===== config.mk =====
export PLATFORM = sky130hd
export DESIGN_NAME = ramp_tone_voice
export DESIGN_NICKNAME = d
export VERILOG_FILES = /design/src/rtl/ramp_pkg.sv /design/src/rtl/ramp_regs.sv /design/src/rtl/ramp_divider.sv /design/src/rtl/ramp_accum.sv /design/src/rtl/ramp_tone_voice.sv
export SDC_FILE = /design/constraint.sdc
export NUM_CORES = 1
export LEC_CHECK = 0
export BUFFER_PORTS_ARGS = -buffer_cell sky130_fd_sc_hd__buf_2
export CAP_MARGIN = 5
export CORE_ASPECT_RATIO = 1.1
export CORE_MARGIN = 2
export CORE_UTILIZATION = 55
export CTS_BUF_LIST = sky130_fd_sc_hd__clkbuf_8
export DETAILED_ROUTE_END_ITERATION = 8
export GPL_ROUTABILITY_DRIVEN = 1
export PLACE_DENSITY = 0.79
export SYNTH_ARGS = -nofsm -noshare
export SYNTH_HDL_FRONTEND = slang
export SYNTH_SLANG_ARGS = --single-unit

===== constraint.sdc =====
create_clock -name clk -period 6.4 [get_ports clk]
set_input_delay 0.96 -clock clk [delete_from_list [all_inputs] [get_ports clk]]
set_output_delay 0.96 -clock clk [all_outputs]
set_load 0.01 [all_outputs]

===== src/rtl/ramp_pkg.sv =====
// Package: shared register selector encoding for the sawtooth voice.
// Assumes register offsets are taken from the two lowest address bits.
package ramp_pkg;
    typedef enum logic [1:0] {
        SEL_RATE  = 2'd0,
        SEL_PLOW  = 2'd1,
        SEL_PHIGH = 2'd2,
        SEL_NONE  = 2'd3
    } reg_sel_e;
endpackage


===== src/rtl/ramp_regs.sv =====
// Module: ramp_regs
// Decodes byte writes on the voice's address page and holds the rate,
// the period and the enable bit. Assumes 9 <= PER_W <= 16 so the upper
// period field fits in the low bits of the high-period byte.
module ramp_regs
    import ramp_pkg::*;
#(
    parameter int ADDR_W  = 16,
    parameter int PAGE_ID = 11,
    parameter int RATE_W  = 6,
    parameter int PER_W   = 12
) (
    input  logic              clk,
    input  logic              rst_n,
    input  logic              wr_en,
    input  logic [ADDR_W-1:0] wr_addr,
    input  logic [7:0]        wr_data,
    output logic [RATE_W-1:0] rate_q,
    output logic [PER_W-1:0]  period_q,
    output logic              en_q
);
    localparam int HI_W = PER_W - 8;

    reg_sel_e sel;
    logic     page_hit;

    // Decode the page and the register offset.
    always_comb begin
        page_hit = (wr_addr[ADDR_W-1 -: 4] == 4'(PAGE_ID));
        sel      = reg_sel_e'(wr_addr[1:0]);
    end

    // Capture write data into the selected register field.
    always_ff @(posedge clk) begin
        if (!rst_n) begin
            rate_q   <= '0;
            period_q <= '0;
            en_q     <= 1'b0;
        end else if (wr_en && page_hit) begin
            case (sel)
                SEL_RATE:  rate_q <= wr_data[RATE_W-1:0];
                SEL_PLOW:  period_q[7:0] <= wr_data;
                SEL_PHIGH: begin
                    period_q[PER_W-1:8] <= wr_data[HI_W-1:0];
                    en_q                <= wr_data[7];
                end
                default: ;
            endcase
        end
    end

    p_reset_clear_r7: assert property (@(posedge clk)
        !rst_n |=> (rate_q == '0 && period_q == '0 && !en_q));

    p_foreign_ignored_r1: assert property (@(posedge clk) disable iff (!rst_n)
        (wr_en && (wr_addr[ADDR_W-1 -: 4] != 4'(PAGE_ID)))
        |=> ($stable(rate_q) && $stable(period_q) && $stable(en_q)));

    p_offset3_ignored_r1: assert property (@(posedge clk) disable iff (!rst_n)
        (wr_en && wr_addr[1:0] == 2'd3)
        |=> ($stable(rate_q) && $stable(period_q) && $stable(en_q)));
endmodule


===== src/rtl/ramp_divider.sv =====
// Module: ramp_divider
// Down-counter on the tick enable. It fires a one-cycle step pulse every
// 2*(period+1) ticks. The counter resets to zero, so the first tick steps,
// and a period change is picked up at the next reload.
module ramp_divider #(
    parameter int PER_W = 12
) (
    input  logic             clk,
    input  logic             rst_n,
    input  logic             tick,
    input  logic [PER_W-1:0] period,
    output logic             step
);
    localparam int DIV_W = PER_W + 1;

    logic [DIV_W-1:0] cnt_q;
    logic [DIV_W-1:0] reload;

    // Reload value 2P+1 yields an interval of 2(P+1) ticks.
    always_comb begin
        reload = {period, 1'b1};
        step   = tick && (cnt_q == '0);
    end

    // Count down on each tick and reload when the count expires.
    always_ff @(posedge clk) begin
        if (!rst_n)
            cnt_q <= '0;
        else if (tick)
            cnt_q <= (cnt_q == '0) ? reload : cnt_q - DIV_W'(1);
    end

    p_step_needs_tick_r8: assert property (@(posedge clk) disable iff (!rst_n)
        step |-> tick);

    p_idle_hold_r8: assert property (@(posedge clk) disable iff (!rst_n)
        !tick |=> $stable(cnt_q));

    p_countdown_r3: assert property (@(posedge clk) disable iff (!rst_n)
        (tick && cnt_q != '0) |=> (cnt_q == $past(cnt_q) - DIV_W'(1)));
endmodule


===== src/rtl/ramp_accum.sv =====
// Module: ramp_accum
// Adds the rate into a modular accumulator on each step and counts steps.
// On the last step of a cycle it clears both the accumulator and the count.
module ramp_accum #(
    parameter int RATE_W = 6,
    parameter int ACC_W  = 8,
    parameter int STEPS  = 7
) (
    input  logic              clk,
    input  logic              rst_n,
    input  logic              step,
    input  logic [RATE_W-1:0] rate,
    output logic [ACC_W-1:0]  acc_q
);
    localparam int STEP_W = $clog2(STEPS);

    logic [STEP_W-1:0] idx_q;
    logic              last;

    // Flag the step that ends a ramp cycle.
    always_comb last = (idx_q == STEP_W'(STEPS - 1));

    // Add the rate with modular wrap, or clear at the end of the cycle.
    always_ff @(posedge clk) begin
        if (!rst_n) begin
            acc_q <= '0;
            idx_q <= '0;
        end else if (step) begin
            if (last) begin
                acc_q <= '0;
                idx_q <= '0;
            end else begin
                acc_q <= acc_q + ACC_W'(rate);
                idx_q <= idx_q + STEP_W'(1);
            end
        end
    end

    p_idx_bound_r4: assert property (@(posedge clk) disable iff (!rst_n)
        idx_q <= STEP_W'(STEPS - 1));

    p_cycle_clear_r4: assert property (@(posedge clk) disable iff (!rst_n)
        (step && last) |=> (acc_q == '0 && idx_q == '0));

    p_hold_no_step_r8: assert property (@(posedge clk) disable iff (!rst_n)
        !step |=> ($stable(acc_q) && $stable(idx_q)));
endmodule


===== src/rtl/ramp_tone_voice.sv =====
// Module: ramp_tone_voice
// Top of the sawtooth voice. It ties together the register decode, the
// period divider and the accumulator, and gates the sample with the enable.
// Assumes the tick input is a one-cycle enable at the CPU rate.
module ramp_tone_voice #(
    parameter int ADDR_W  = 16,
    parameter int PAGE_ID = 11,
    parameter int RATE_W  = 6,
    parameter int PER_W   = 12,
    parameter int ACC_W   = 8,
    parameter int SHIFT   = 3,
    parameter int STEPS   = 7
) (
    input  logic                   clk,
    input  logic                   rst_n,
    input  logic                   tick,
    input  logic                   wr_en,
    input  logic [ADDR_W-1:0]      wr_addr,
    input  logic [7:0]             wr_data,
    output logic [ACC_W-SHIFT-1:0] sample
);
    localparam int OUT_W = ACC_W - SHIFT;

    logic [RATE_W-1:0] rate;
    logic [PER_W-1:0]  period;
    logic              enable;
    logic              step;
    logic [ACC_W-1:0]  acc;

    ramp_regs #(.ADDR_W(ADDR_W), .PAGE_ID(PAGE_ID), .RATE_W(RATE_W), .PER_W(PER_W)) u_regs (
        .clk(clk), .rst_n(rst_n), .wr_en(wr_en), .wr_addr(wr_addr),
        .wr_data(wr_data), .rate_q(rate), .period_q(period), .en_q(enable)
    );

    ramp_divider #(.PER_W(PER_W)) u_div (
        .clk(clk), .rst_n(rst_n), .tick(tick), .period(period), .step(step)
    );

    ramp_accum #(.RATE_W(RATE_W), .ACC_W(ACC_W), .STEPS(STEPS)) u_acc (
        .clk(clk), .rst_n(rst_n), .step(step), .rate(rate), .acc_q(acc)
    );

    // Output the upper accumulator bits, or silence when disabled.
    always_comb sample = enable ? acc[ACC_W-1:SHIFT] : OUT_W'(0);

    p_silent_disabled_r6: assert property (@(posedge clk) disable iff (!rst_n)
        (!enable && $stable(enable)) |-> (sample == '0));

    p_step_moves_acc_r2: assert property (@(posedge clk) disable iff (!rst_n)
        (!step && enable && $past(enable)) |=> $stable(sample));
endmodule


* After elaboration in Yosys (flattened, before gate mapping)
Cells that the tools add are included.
** Storage, ports and cells
- Register bits after elaboration :: 43
- Bits of input ports :: 28
- Output and inout bits :: 5
- Word-level logic and storage cells :: 25
** Operators by class
- Add/sub/neg operators :: 3
- Equal/unequal tests :: 4
- Mux-type cells :: 4
- Reduce and logical (&&, ||, !) cells :: 7
** Operators with widths (count)
- $logic_not A13 Y1 :: 1
- $mux W13 :: 1
- $sub A13 B1 Y13 const B :: 1
- $add A8 B6 Y8 :: 1
- $mux W8 :: 1
- $reduce_and A2 Y1 :: 3
- $mux W5 :: 1
- $eq A4 B4 Y1 const B :: 1
- $add A3 B1 Y3 const B :: 1
- $eq A3 B3 Y1 const B :: 1
- $mux W3 :: 1
- $eq A2 B1 Y1 const B :: 1
- $eq A2 B2 Y1 const B :: 1
- $logic_and A1 B1 Y1 :: 2
- $logic_not A2 Y1 :: 1

* Logic depth before layout (Yosys ltp)
- Depth after elaboration :: 3
- Mapped depth :: 9
- Mapped depth without buffers :: 8

* Hierarchy
A second synthesis with hierarchy kept.
** Second synthesis, totals
- Cell total of the unflattened synthesis :: 268
- Area, all modules :: 2407.3 um^2
** By module, submodules not included
- ramp_divider :: instances 1, cells an instance 108, area each 883.3 um^2, sequential area each 260.2 um^2
- ramp_regs :: instances 1, cells an instance 74, area each 788.3 um^2, sequential area each 380.4 um^2
- ramp_accum :: instances 1, cells an instance 81, area each 704.4 um^2, sequential area each 220.2 um^2
- ramp_tone_voice :: instances 1, cells an instance 5, area each 31.3 um^2, sequential area each 0.0 um^2

* Least setup slack after synthesis
OpenSTA, ideal clock, no wires.
- Path kind :: in2reg
- Start point :: input tick
- End point :: register u_div.cnt_q[11]
- Setup time :: 0.115 ns
- Arrival :: 2.168 ns
- Required time :: 6.285 ns
- Path slack :: 4.117 ns
- Cell stages on the path :: 5
- Path buffers :: 0
- Path through :: or4b_2 nor2_1 nand2_1 o31a_2 o21a_1
** RTL lines
- start, declared :: RTL line ramp_tone_voice.sv:16 : input logic tick,
- end signal, assigned :: RTL line ramp_divider.sv:30 : cnt_q <= (cnt_q == '0) ? reload : cnt_q - DIV_W'(1);
- end, declared :: RTL line ramp_divider.sv:16 : logic [DIV_W-1:0] cnt_q;

* Worst setup path in the final report
- Start point :: register u_div.cnt_q[0]
- End point :: register u_acc.acc_q[7]
** Between the ends
- Cells in the longest elaborated chain, start to end :: 2
** RTL lines
- $logic_not A13 Y1 :: RTL line ramp_divider.sv:22 : step = tick && (cnt_q == '0);
- $logic_and A1 B1 Y1 :: RTL line ramp_divider.sv:22
- end signal, assigned :: RTL line ramp_accum.sv:33 : acc_q <= acc_q + ACC_W'(rate);
- end, declared :: RTL line ramp_accum.sv:13 : output logic [ACC_W-1:0] acc_q
Every way passes these cells.
A chain may end at the register's enable or synchronous reset.

==> summary.md <==
| Metric | Value |
|---|---|
| Status | `finished clean` |
| R2R setup slack | `3900 ps` |
| First-pass GRT wire length | `7890 um` |
| Fin crit share | `39.0%` |
| Reg area | `861 um^2` |
| Number of enable flip-flop cells after synthesis | `0` |
| DRT Pass-1 Iters | `4` |
| Chip height | `71.9 um` |
| Reg2Reg Depth | `7` |
| Pwr Total | `920 uW` |
| Synth cell types | `55` |
| Area of the multi-input gates | `1340 um^2` |
| Skew final | `4.13 ps` |
| Post-DP HPWL | `3350 um` |
| Worst VDD drop | `~0.28 mV` |
| Cell Rows | `24` |
| Setup TNS | `0 ps` |
| MaxCap Viol Count | `0` |
| DR iter-0 viols | `95` |
| Critical path depth | `7` |
| CP cell instances | `inv_1 > ha_1 > or4b_1 > nor4_4 > nand4b_1 > or3_1 > nand2_1` |
| Clock Latency Late Sink | `300 ps` |
| Largest stage delay on the critical path | `690 ps` |
| Main synth FF type | `dfxtp_1` |
| Yosys reg bits | `43` |
| Fmax achieved | `~0.4 GHz` |
| Most instantiated library cell after synthesis | `dfxtp_1` |
| Overall die width | `around 66 um` |
| Crit path launch type | `register` |
| Place WS | `3680 ps` |
| WP buf/inv | `1` |
| Critical path class | `reg2reg` |
| Largest fanout on the critical path | `14` |
| Area Growth Syn to Fin | `8.79%` |
| Post-CTS sizing | `0` |
| Total Wirelength | `4610 um` |
| Yosys warnings | `0` |
| Clock root cell | `clkbuf_8` |
| CTS Hold Bufs | `0` |
| Crit. Startpoint | `u_div.cnt_q[0]` |
| Syn Area/Cell | `around 9.2 um^2` |
| Dominant cell type by area after synthesis | `dfxtp_1` |
| ANT nets after route | `0` |
| RSZ-0062 raised after global routing | `false` |
| Hold Path Class | `reg2reg` |
| WP data required | `6650 ps` |
| Clock sinks | `43` |
| CP max-delay cell | `nor4_4` |
| Initial Utilization | `57.8%` |
| Ranking of synthesized cells by area | `dfxtp_1 37%, mux2i_1 9.1%, nor2_1 5.5%, ha_1 4.3%, nand2_1 2.4%` |
| Diode count | `0` |
| Gr ovfl total | `0` |
| Static Leak | `0.00109 uW` |
| Clock Path Buffers | `2` |
| CP endpoint kind | `register` |
| Share of the synthesized area in the top cell type | `37.3%` |
| Share of cells above drive strength 1 | `between 10% and 20%` |
| Total number of vias | `1862` |
| Worst slew pin tran | `994 ps` |
| Arrival @ worst endpoint | `~2700 ps` |
| Worst Setup EP | `u_acc.acc_q[7]` |
| Buffers added on ports | `22` |
| H-tree depth reported by CTS | `2` |
| Final Hold Viols | `0` |
| Seq/Total Area, Yosys | `37.3%` |
| Die area | `4730 um^2` |
| Vias in the first global route | `1687` |
| Final worst setup slack | `3900 ps` |
| Nets | `308` |
| # setup viols final | `0` |
| Core area | `3990 um^2` |
| Wire per inst | `14.2 um` |
| DRC | `0` |
| Largest net degree at the start of global routing | `37` |
| Asr flop ratio synth | `0%` |
| Post-Route Utilization | `62.8%` |
| Num ports | `33` |
| CTS tree | `done` |
| Vias per cell | `approximately 5.7` |
| Overall fraction of global-route tracks in use | `21.6%` |
| Fillcell total | `356` |
| Largest delay share family, worst path | `simple AND/OR/NAND/NOR gates` |
| Max-Slew Margin vs Limit | `33.3%` |
| Synth Instances | `around 250` |
| Net Count, Synth | `289` |
| HP Start | `u_acc.acc_q[0]` |
| Post-route minimum period | `2500 ps` |
| Setup bufs post-CTS | `0` |
| Leading post-synthesis cells by instance count | `43 x dfxtp_1, 34 x nor2_1, 21 x mux2i_1` |
| Slew Limit Fails | `0` |
| Worst reg2reg startpoint | `u_div.cnt_q[0]` |
| Total CTS buffers | `5` |
| GPL Wtd Cong | `0.924` |
| FF-to-FF End | `u_acc.acc_q[7]` |
| Initial antenna violation count | `0` |
| Synth Cell Area | `2310 um^2` |
| Power density over the cells | `366 nW/um^2` |
| Clock transition at path regs | `80 ps` |
how the worst min path moves through the flow:
stage,to,cells after the start
3_5_place_dp,u_acc.acc_q[2],2
6_report,u_acc.acc_q[0],2
4_1_cts,u_acc.acc_q[2],2
5_1_grt,u_acc.acc_q[2],2
3_3_place_gp,u_acc.acc_q[2],2
2_1_floorplan,u_acc.acc_q[0],2
state kept, by name (all words and copies together) (netlist names):
name and flops:
u_acc.acc_q 8, u_acc.idx_q 3, u_div.cnt_q 13, u_regs.en_q 1, u_regs.period_q 12, u_regs.rate_q 6
metal layers:
metal  track usage (%)  share of wire (%)  routed length, um  up-vias
met1              29.5                 46               2140      858
met4              6.71                1.6                 75        0
met5                 0                  0                  0        -
li1                  -                  -                  -      947
met3              4.96                5.8                267        8
met2              34.2                 46               2130       49
area by class of cell:
| class | count | area share [%] |
|---|---|---|
| clock buffer | 6 | 3.29 |
| multi-input combinational | 190 | 53.3 |
| timing repair buffer | 23 | 4.69 |
| tap | 52 | 2.59 |
| sequential | 43 | 34.3 |
| inverter | 8 | 1.20 |
| clock inverter | 2 | 0.648 |
worst register-to-register path: cells and delay by family, from the launching register on:
kind                       cells  cell delay [ps]
buffers and inverters          1              140
and+or+nand+nor                5             1770
DFF                            1              350
adders and majority gates      1              190
kinds of logic (layout without fill, tap and decap cells):
kind of cell | count (synthesis) | in the layout | share of synthesized area [%]
buffers and inverters | 19 | 39 | 4.72
xor gates and xnor gates | 6 | 6 | 2.28
and+or+nand+nor | 108 | 108 | 26.9
adders and majority gates | 9 | 9 | 5.21
DFF | 43 | 43 | 37.3
muxes | 21 | 21 | 9.11
AOI/OAI and AO/OA | 46 | 46 | 14.5
cell usage in the layout (no fill, tap or decap), types with 2 or more instances in the layout:
| master | count |
|---|---|
| dfxtp_1 | 43 |
| nor2_1 | 34 |
| buf_2 | 22 |
| mux2i_1 | 21 |
| nand2_1 | 15 |
| a21oi_1 | 9 |
| o21ai_0 | 9 |
| nor3_1 | 8 |
| ha_1 | 8 |
| inv_1 | 7 |
| and2_1 | 7 |
| o31ai_1 | 6 |
| nand3_1 | 6 |
| clkbuf_8 | 6 |
| nor4_1 | 5 |
| nor2b_1 | 5 |
| o21a_1 | 5 |
| or3_1 | 4 |
| xor2_1 | 3 |
| xnor2_1 | 3 |
| nand4_1 | 3 |
| nand3b_1 | 3 |
| a211oi_1 | 3 |
| or3b_2 | 2 |
| a31oi_1 | 2 |
| o2111ai_1 | 2 |
| nand4b_1 | 2 |
stage by stage:
step | area [um^2] | hold WS (ps) | instances
after floorplan | 2310 | 433 | 252
after global placement | 2410 | 443 | 316
after detailed placement | 2410 | 452 | 316
after CTS | 2510 | 464 | 324
after global routing | 2510 | 484 | 324
final | 2510 | 458 | 324
where the power goes:
part	total (uW)	internal, uW	switching (uW)
logic	379	165	215
clock network	186	88.1	97.9
registers	354	305	49.8
(Power assumes the default switching activity.)
